`config.mk`:
```
export PLATFORM = sky130hd
export DESIGN_NAME = flash_wp_gate
export DESIGN_NICKNAME = d
export VERILOG_FILES = /design/src/rtl/fwg_pkg.sv /design/src/rtl/fwg_lockout_timer.sv /design/src/rtl/fwg_frame_end.sv /design/src/rtl/fwg_policy.sv /design/src/rtl/flash_wp_gate.sv
export SDC_FILE = /design/constraint.sdc
export NUM_CORES = 1
export LEC_CHECK = 0
export ABC_CLOCK_PERIOD_IN_PS = 2550
export CAP_MARGIN = 10
export CELL_PAD_IN_SITES_DETAIL_PLACEMENT = 0
export CELL_PAD_IN_SITES_GLOBAL_PLACEMENT = 1
export CORE_MARGIN = 4
export CORE_UTILIZATION = 36
export CTS_CLUSTER_SIZE = 40
export DETAILED_ROUTE_END_ITERATION = 10
export PLACE_DENSITY_LB_ADDON = 0.1
export SYNTH_ARGS = -nofsm -noshare
export SYNTH_HDL_FRONTEND = slang
export SYNTH_SLANG_ARGS = --single-unit
```
`constraint.sdc`:
```
create_clock -name clk -period 2.55 [get_ports clk]
set_input_delay 0.51 -clock clk [delete_from_list [all_inputs] [get_ports clk]]
set_output_delay 0.51 -clock clk [all_outputs]
set_load 0.05 [all_outputs]
```
`src/rtl/fwg_pkg.sv`:
```
// Package: opcode encodings and instruction classes shared by the gate.
// Assumes opcodes arrive fully decoded as 8-bit values.
package fwg_pkg;

    localparam int OPW = 8;

    typedef enum logic [2:0] {
        CL_OTHER,
        CL_WREN,
        CL_WRDI,
        CL_PROG,
        CL_ERASE,
        CL_WRSR,
        CL_DPD,
        CL_RDP
    } cmd_class_t;

    localparam logic [OPW-1:0] OP_WREN = 8'h06;
    localparam logic [OPW-1:0] OP_WRDI = 8'h04;
    localparam logic [OPW-1:0] OP_PROG = 8'h02;
    localparam logic [OPW-1:0] OP_WRSR = 8'h01;
    localparam logic [OPW-1:0] OP_DPD  = 8'hB9;
    localparam logic [OPW-1:0] OP_RDP  = 8'hAB;

    localparam int NUM_ERASE = 4;
    localparam logic [NUM_ERASE*OPW-1:0] ERASE_OPS = {8'hC7, 8'hD8, 8'h52, 8'h20};

    // Maps an opcode to its protection class.
    function automatic cmd_class_t classify(input logic [OPW-1:0] op);
        cmd_class_t cls;
        cls = CL_OTHER;
        case (op)
            OP_WREN: cls = CL_WREN;
            OP_WRDI: cls = CL_WRDI;
            OP_PROG: cls = CL_PROG;
            OP_WRSR: cls = CL_WRSR;
            OP_DPD:  cls = CL_DPD;
            OP_RDP:  cls = CL_RDP;
            default: cls = CL_OTHER;
        endcase
        for (int i = 0; i < NUM_ERASE; i++) begin
            if (op == ERASE_OPS[i*OPW +: OPW]) cls = CL_ERASE;
        end
        return cls;
    endfunction

endpackage

```
`src/rtl/fwg_lockout_timer.sv`:
```
// Power-up lockout timer.
// Counts clock edges with pwr_good high and reports the lockout as active
// until LOCKOUT_CYCLES edges have passed. Reset or pwr_good low restarts it.
// Assumes LOCKOUT_CYCLES >= 1.
module fwg_lockout_timer #(
    parameter int LOCKOUT_CYCLES = 1000
) (
    input  logic clk,
    input  logic rst_n,
    input  logic pwr_good,
    output logic lock_active
);
    localparam int CW = $clog2(LOCKOUT_CYCLES + 1);
    localparam logic [CW-1:0] LIMIT = CW'(LOCKOUT_CYCLES);

    logic [CW-1:0] cnt;

    // Count up to the limit once power is good; restart otherwise.
    always_ff @(posedge clk) begin
        if (!rst_n || !pwr_good) begin
            cnt <= '0;
        end else if (cnt != LIMIT) begin
            cnt <= cnt + 1'b1;
        end
    end

    // Lockout stays active until the limit is reached.
    always_comb lock_active = (cnt != LIMIT);

endmodule

```
`src/rtl/fwg_frame_end.sv`:
```
// Instruction-end detector.
// Finds the first clock edge that samples cs_n high after it was low. It
// marks the instruction valid only if hold was inactive and the front end
// flagged a full bit count. Assumes cs_n is already synchronous to clk.
module fwg_frame_end (
    input  logic clk,
    input  logic rst_n,
    input  logic cs_n,
    input  logic hold_n,
    input  logic cmd_whole,
    output logic frame_valid
);
    logic cs_q;

    // Remember the previous chip-select level (idle high).
    always_ff @(posedge clk) begin
        if (!rst_n) cs_q <= 1'b1;
        else        cs_q <= cs_n;
    end

    // A rising chip select with hold released and a full bit count ends a usable instruction.
    always_comb frame_valid = cs_n && !cs_q && hold_n && cmd_whole;

endmodule

```
`src/rtl/fwg_policy.sv`:
```
// Acceptance policy.
// A purely combinational verdict for one instruction, taken from the
// current protection state. It also gives the state-update strobes, which
// are qualified by frame_valid and by acceptance.
module fwg_policy
    import fwg_pkg::*;
(
    input  logic [OPW-1:0] cmd_code,
    input  logic           frame_valid,
    input  logic           pwr_good,
    input  logic           lock_active,
    input  logic           wel,
    input  logic           pd_active,
    input  logic           array_busy,
    input  logic           wp_n,
    input  logic [1:0]     sr_protect,
    output logic           allow,
    output logic           set_wel,
    output logic           clr_wel,
    output logic           start_op,
    output logic           set_pd,
    output logic           clr_pd
);
    cmd_class_t cls;
    logic       sr_locked;
    logic       write_ok;
    logic       take;

    // Classify the opcode and work out the status-register lock.
    always_comb begin
        cls       = classify(cmd_code);
        sr_locked = sr_protect[1] || (sr_protect == 2'b01 && !wp_n);
        write_ok  = !lock_active && wel && !array_busy;
    end

    // Verdict: power first, then power-down, then per-class rules.
    always_comb begin
        allow = 1'b0;
        if (!pwr_good) begin
            allow = 1'b0;
        end else if (pd_active) begin
            allow = (cls == CL_RDP);
        end else begin
            case (cls)
                CL_WREN:           allow = !lock_active;
                CL_PROG, CL_ERASE: allow = write_ok;
                CL_WRSR:           allow = write_ok && !sr_locked;
                CL_DPD:            allow = !array_busy;
                default:           allow = 1'b1;
            endcase
        end
    end

    // State-update strobes for an accepted instruction.
    always_comb begin
        take     = frame_valid && allow;
        set_wel  = take && (cls == CL_WREN);
        clr_wel  = take && (cls == CL_WRDI);
        start_op = take && (cls == CL_PROG || cls == CL_ERASE || cls == CL_WRSR);
        set_pd   = take && (cls == CL_DPD);
        clr_pd   = take && (cls == CL_RDP);
    end

endmodule

```
`src/rtl/flash_wp_gate.sv`:
```
// Serial flash write-protection gate (top).
// Gives an accept/reject verdict on every complete instruction and holds
// the write-enable latch, the power-down flag and the array-busy flag.
// Assumes all inputs are synchronous to clk and rst_n is synchronous and
// active low.
module flash_wp_gate
    import fwg_pkg::*;
#(
    parameter int LOCKOUT_CYCLES = 1000
) (
    input  logic           clk,
    input  logic           rst_n,
    input  logic           pwr_good,
    input  logic           cs_n,
    input  logic           hold_n,
    input  logic [OPW-1:0] cmd_code,
    input  logic           cmd_whole,
    input  logic           wp_n,
    input  logic [1:0]     sr_protect,
    input  logic           op_done,
    output logic           cmd_accept,
    output logic           cmd_reject,
    output logic           wel,
    output logic           pd_active,
    output logic           array_busy
);
    logic lock_active;
    logic frame_valid;
    logic allow;
    logic set_wel, clr_wel, start_op, set_pd, clr_pd;
    logic done_hit;

    fwg_lockout_timer #(.LOCKOUT_CYCLES(LOCKOUT_CYCLES)) u_timer (
        .clk         (clk),
        .rst_n       (rst_n),
        .pwr_good    (pwr_good),
        .lock_active (lock_active)
    );

    fwg_frame_end u_frame (
        .clk         (clk),
        .rst_n       (rst_n),
        .cs_n        (cs_n),
        .hold_n      (hold_n),
        .cmd_whole   (cmd_whole),
        .frame_valid (frame_valid)
    );

    fwg_policy u_policy (
        .cmd_code    (cmd_code),
        .frame_valid (frame_valid),
        .pwr_good    (pwr_good),
        .lock_active (lock_active),
        .wel         (wel),
        .pd_active   (pd_active),
        .array_busy  (array_busy),
        .wp_n        (wp_n),
        .sr_protect  (sr_protect),
        .allow       (allow),
        .set_wel     (set_wel),
        .clr_wel     (clr_wel),
        .start_op    (start_op),
        .set_pd      (set_pd),
        .clr_pd      (clr_pd)
    );

    // A completion only counts while an operation is in progress.
    always_comb done_hit = op_done && array_busy;

    // Register the one-cycle verdict pulses.
    always_ff @(posedge clk) begin
        if (!rst_n) begin
            cmd_accept <= 1'b0;
            cmd_reject <= 1'b0;
        end else begin
            cmd_accept <= frame_valid && allow;
            cmd_reject <= frame_valid && !allow;
        end
    end

    // Write-enable latch: a new enable wins over a clear in the same cycle.
    always_ff @(posedge clk) begin
        if (!rst_n || !pwr_good)      wel <= 1'b0;
        else if (set_wel)             wel <= 1'b1;
        else if (clr_wel || done_hit) wel <= 1'b0;
    end

    // Array-busy flag: set by an accepted write, cleared by completion.
    always_ff @(posedge clk) begin
        if (!rst_n || !pwr_good) array_busy <= 1'b0;
        else if (start_op)       array_busy <= 1'b1;
        else if (done_hit)       array_busy <= 1'b0;
    end

    // Power-down flag.
    always_ff @(posedge clk) begin
        if (!rst_n || !pwr_good) pd_active <= 1'b0;
        else if (set_pd)         pd_active <= 1'b1;
        else if (clr_pd)         pd_active <= 1'b0;
    end

endmodule

```
# Word level (Yosys, flattened, before mapping)
# Cells that the tools add are included.
op_classes:
  n_mul: 0
  mux: 14
  eq_ne: 19
  reduce_logical: 32
  bitwise_logic: 0
  n_addsub: 1
  n_div: 0
  magnitude_cmp: 0
  n_shift: 0
ops:
  columns: ["cell", "n"]
  rows:
  - ["$eq 8x8->1 const B", 4]
  - ["$pmux 3 s6", 1]
  - ["$eq 8x3->1 const B", 2]
  - ["$logic_and 1x1->1", 15]
  - ["$eq 3x3->1 const B", 4]
  - ["$mux 3", 4]
  - ["$add 10x1->10 const B", 1]
  - ["$ne 10x10->1 const B", 1]
  - ["$eq 8x1->1 const B", 1]
  - ["$eq 8x2->1 const B", 1]
  - ["$eq 8x6->1 const B", 1]
  - ["$eq 8x7->1 const B", 1]
  - ["$logic_not 1->1", 8]
  - ["$mux 1", 8]
  - ["$eq 3x2->1 const B", 2]
  - ["$reduce_bool 2->1", 3]
  - ["$logic_or 1x1->1", 5]
  - ["$pmux 1 s4", 1]
  - ["$eq 3x1->1 const B", 1]
  - ["$eq 2x1->1 const B", 1]
  - ["$reduce_or 2->1", 1]
totals:
  mem_bits_ro: 0
  ramBits: 0
  register_bits: 16
  n_memories: 0
  latch_bits: 0

# Logic depth before layout (Yosys ltp)
depth:
  word_depth: 16
  ltp_mapped: 8
  depth_no_buf: 8

# Hierarchy
# Synthesis repeated with hierarchy kept, for this count alone.
hier_totals:
  cells_unflattened: 143
  hier_area_um2: 1148.6
by_module_without_submodules:
  columns: ["module", "cells_each", "seq_area_each_um2", "area_each_um2", "instances"]
  rows:
  - ["fwg_lockout_timer", 57, 200.2, 495.5, 1]
  - ["fwg_policy", 64, 0.0, 456.7, 1]
  - ["flash_wp_gate", 19, 100.1, 160.2, 1]
  - ["fwg_frame_end", 3, 20.0, 36.3, 1]

# Least setup slack after synthesis
# Ideal clock, no wire load.
synth_path:
  path_kind: "input to register"
  from: "input cmd_code[4]"
  to: "register pd_active"
  setup_ns: 0.120
  required_ns: 2.430
  arrival_time_ns: 2.269
  n_path_buf: 1
  setup_slack_ns: 0.162
  path_stages: 7
  cell_sequence: "buf_6 or4_4 a211o_1 a221o_1 a31oi_1 nand2b_1 o31a_1"
synth_via:
  elab_chain_len: 14
synth_lines:
  columns: ["item", "line_no", "rtl"]
  rows:
  - ["start, declared", "flash_wp_gate.sv:16", "input logic [OPW-1:0] cmd_code,"]
  - ["$eq 8x8->1 (tied with other cells)", "fwg_pkg.sv:32", "case (op)"]
  - ["$pmux 3 s6", "fwg_pkg.sv:32", null]
  - ["$mux 3 (3 in a row)", "fwg_pkg.sv:42", "if (op == ERASE_OPS[i*OPW +: OPW]) cls = CL_ERASE;"]
  - ["$mux 3 *", "fwg_pkg.sv:42", null]
  - ["$eq 3x3->1 or $eq 3x2->1 (tied branches)", "fwg_policy.sv:44", "case (cls)"]
  - ["$reduce_or 2->1", "fwg_policy.sv:44", null]
  - ["$pmux 1 s4", "fwg_policy.sv:44", null]
  - ["$mux 1", "fwg_policy.sv:41", "end else if (pd_active) begin"]
  - ["$mux 1", "fwg_policy.sv:39", "if (!pwr_good) begin"]
  - ["$logic_and 1x1->1", "fwg_policy.sv:56", "take = frame_valid && allow;"]
  - ["$logic_and 1x1->1 (on tied branches)", "fwg_policy.sv:60, fwg_policy.sv:61", null]
  - ["$mux 1 or $reduce_bool 2->1 (tied branches)", null, null]
  - ["end signal, assigned", "flash_wp_gate.sv:97", "if (!rst_n || !pwr_good) pd_active <= 1'b0;"]
  - ["end signal, assigned", "flash_wp_gate.sv:98", "else if (set_pd) pd_active <= 1'b1;"]
  - ["end signal, assigned", "flash_wp_gate.sv:99", "else if (clr_pd) pd_active <= 1'b0;"]
  - ["end, declared", "flash_wp_gate.sv:24", "output logic pd_active,"]
# Every way passes the cells marked *; elsewhere a longest branch is shown, timed or not.
# A chain may end at the register's enable or synchronous reset.

# Final worst setup path
# Same ends and word-level chain as after synthesis.

==> run summary <==
=================================================================================
Wire length per cell after detailed routing ........................ 12.6 microns
Netlist cell types .................................................           41
Worst-case clock skew ..............................................      4.24 ps
Worst Path Required ................................................      2740 ps
Placed wire-length estimate after detailed placement ............... 1940 microns
Area after DPL ..................................................... 0.00139 sq mm
Number of vias in the routed layout ................................         1041
Ranking of synthesized cells by area ............................... sky130_fd_sc_hd__dfxtp_1 (31%), sky130_fd_sc_hd__nor2_1 (5.8%), sky130_fd_sc_hd__nand2b_1 (3.6%)
Maximum capacitance violations .....................................            0
DRC Markers ........................................................            0
Relative slew slack ................................................        66.5%
Worst Setup Start Kind .............................................   input port
Area added between synthesis and finish ............................        41.3%
Final design utilization ...........................................        52.9%
Design Area, Final ................................................. 0.00146 sq mm
Ys async rst share .................................................           0%
Warnings, synthesis ................................................            0
Post-Synthesis Mean Instance Area ..................................   8.01 sq um
Final Hold Violating Endpoints .....................................            0
Register bit total from synthesis ..................................           16
Global placer's final weighted congestion ..........................        0.849
Detail Route Antenna Nets ..........................................            0
Max Root-Sink Buffers ..............................................            2
Worst-skew pair later-pin latency ..................................       290 ps
Via density per instance ...........................................         5.26
Clk sink count .....................................................           16
Most common cell after layout, fill and taps aside ................. sky130_fd_sc_hd__clkdlybuf4s50_1
Static leakage .....................................................  0.000502 uW
Number of instances in the synthesized netlist .....................          129
Net count after synthesis ..........................................          149
Maximum vdd ir drop ................................................     0.478 mV
Pre-antenna DRT Iters ..............................................            4
Clock buffer count from CTS ........................................            3
Met1 global-route usage ............................................        21.6%
Commonest cells after routing, fill and taps aside ................. sky130_fd_sc_hd__clkdlybuf4s50_1 (21), sky130_fd_sc_hd__nor2_1 (16), sky130_fd_sc_hd__dfxtp_1 (16), sky130_fd_sc_hd__buf_4 (16)
Maximum number of pins on one net before global-route repair .......           11
Number of inserted filler cells in the final layout ................          283
Top-area cell type share of the netlist area .......................        31.0%
Main synth FF type ................................................. sky130_fd_sc_hd__dfxtp_1
Final setup vio count ..............................................            0
Met3 track utilization from global routing .........................        5.03%
Floorplan die area ................................................. 0.00379 sq mm
Number of antenna violations at the first check in global routing ..            0
Die height ......................................................... 61.6 microns
Period utilization .................................................        96.7%
Worst Max-Slew Pin Slew ............................................       501 ps
Met2 Track Usage GR ................................................        21.2%
Arrival time at the worst endpoint .................................      2650 ps
Count of antenna diodes in the layout ..............................            0
Top Usage Layer GRT ................................................         met1
Number of H-tree levels ............................................            1
Iteration-0 DRC Markers ............................................           50
CP endpoint kind ...................................................    flip-flop
Yosys top cell by area ............................................. sky130_fd_sc_hd__dfxtp_1
Port bufs ..........................................................           22
Seq/Total Area, Yosys ..............................................        31.0%
Setup slack after layout ...........................................      84.6 ps
Layout cell share with drive strength beyond 1 .....................        17.4%
Clock tree from TritonCTS ..........................................        built
Power per cell area ................................................  346 mW/mm^2
Number of I/O pins .................................................           23
Worst min path class ............................................... flip-flop to flip-flop
Post-CTS setup buffer count ........................................            0
Core outline area .................................................. 0.00276 sq mm
Final wirelength ................................................... 2500 microns
Overall power consumption ..........................................       505 uW
EDFF count, synth ..................................................            0
Count of nets after finishing ......................................          188
CTS Root Cell ...................................................... sky130_fd_sc_hd__clkbuf_4
Post-synthesis cell area ........................................... 0.00103 sq mm
Shortest clock period the worst path allows after layout ...........      2470 ps
Vias in the first global route .....................................          983
Count of hold buffers inserted by post-cts repair ..................            0
Total overflow reported by the global router .......................            0
Largest fanout of any net on the critical path .....................            3
Setup repair after global routing missed its margin ................           no
Crit Path Category ................................................. input port to flip-flop
All-layer global routing usage .....................................        14.9%
Setup slack at placement ...........................................      -267 ps
Placed cell count ..................................................          194
Final Instance Count excl. Fillers .................................          198
Starting density of the core .......................................        37.5%
Result of the run .................................................. complete, no violations
Width of the die ................................................... 61.6 microns
Clock slew seen by the registers of the worst setup and hold paths .        90 ps
Wire length of the first global-routing pass ....................... 4260 microns
Max Clk Rate .......................................................      406 MHz
Final Max Tran Viols ...............................................            0
Rows ...............................................................           19
=================================================================================
## Yosys cell counts, types with 2 or more instances
cell type                  count
sky130_fd_sc_hd__inv_1         6
sky130_fd_sc_hd__nor4_1        2
sky130_fd_sc_hd__or3b_2        2
sky130_fd_sc_hd__nand2b_1      6
sky130_fd_sc_hd__nand3b_1      4
sky130_fd_sc_hd__xor2_1        3
sky130_fd_sc_hd__nor2_1       16
sky130_fd_sc_hd__and2_1        3
sky130_fd_sc_hd__nand4b_1      4
sky130_fd_sc_hd__clkbuf_1      2
sky130_fd_sc_hd__nand3_1       6
sky130_fd_sc_hd__nand2_1       6
sky130_fd_sc_hd__or3_1         2
sky130_fd_sc_hd__a21oi_1       6
sky130_fd_sc_hd__mux2i_1       2
sky130_fd_sc_hd__nor3_1        6
sky130_fd_sc_hd__o21ai_0       6
sky130_fd_sc_hd__dfxtp_1      16
sky130_fd_sc_hd__a31oi_1       3
sky130_fd_sc_hd__nor4b_1       2
sky130_fd_sc_hd__xnor2_1       4
sky130_fd_sc_hd__ha_1          2
sky130_fd_sc_hd__and4b_1       2
## metal layers
layer / wire [microns] / share of wire (%)
met1: 1280 / 51
met2: 1080 / 43
met3: 116 / 4.6
met4: 21 / 0.84
met5: 0 / 0
## logic make-up after synthesis
family / Yosys count / share of synthesized area (%)
DFF: 16 / 31.0
xor gates and xnor gates: 7 / 5.93
AOI/OAI and AO/OA: 26 / 16.6
muxes: 2 / 1.94
and+or+nand+nor: 66 / 37.7
adders and majority gates: 2 / 2.42
buffers and inverters: 10 / 4.48
## state kept, by name, indices dropped and copies added (netlist names)
register and flops:
cmd_reject 1, array_busy 1, wel 1, pd_active 1, cmd_accept 1, u_frame.cs_q 1, u_timer.cnt 10
## worst max-delay path, stage by stage
cell and delay [ps]:
sky130_fd_sc_hd__clkdlybuf4s50_1 420, sky130_fd_sc_hd__or4_4 570, sky130_fd_sc_hd__a211o_1 270, sky130_fd_sc_hd__a221o_1 360
sky130_fd_sc_hd__a31oi_1 190, sky130_fd_sc_hd__nand2b_1 100, sky130_fd_sc_hd__o31a_1 230
## power by group
group	switching [uW]	internal, uW
combinational	36.5	49.1
clock	78.5	87.0
sequential	1.76	252
## stage by stage
step                setup TNS [ps]  hold slack, ps
finish                           0             515
global route                     0             574
CTS                              0             516
detailed placement           -1070             502
global placement              -913             495
floorplan                        0             471
## final timing paths
| check | start | slack (ps) | endpoint | depth (start not counted) |
|---|---|---|---|---|
| max | cmd_code[4] | 80 | pd_active | 7 |
| min reg2reg | u_timer.cnt[5] | 510 | u_timer.cnt[5] | 2 |
| min | u_timer.cnt[5] | 510 | u_timer.cnt[5] | 2 |
| max reg2reg | u_timer.cnt[0] | 560 | array_busy | 9 |
## cell type report
cell class | instances | area [sq um] | area share, %
Clock buffer | 4 | 36.3 | 2.49
Timing Repair Buffer | 38 | 343 | 23.5
Inverter | 6 | 22.5 | 1.54
Sequential cell | 16 | 320 | 21.9
Multi-Input combinational cell | 103 | 699 | 47.9
Tap cell | 31 | 38.8 | 2.66
## what timing repair did
action / 4_1_cts / 5_1_grt
setup endpoints to repair: 0 / 5
gates resized for setup: 0 / 7
endpoints found under the hold margin: 0 / 0
Note: power is estimated with default switching activity, not from simulation.
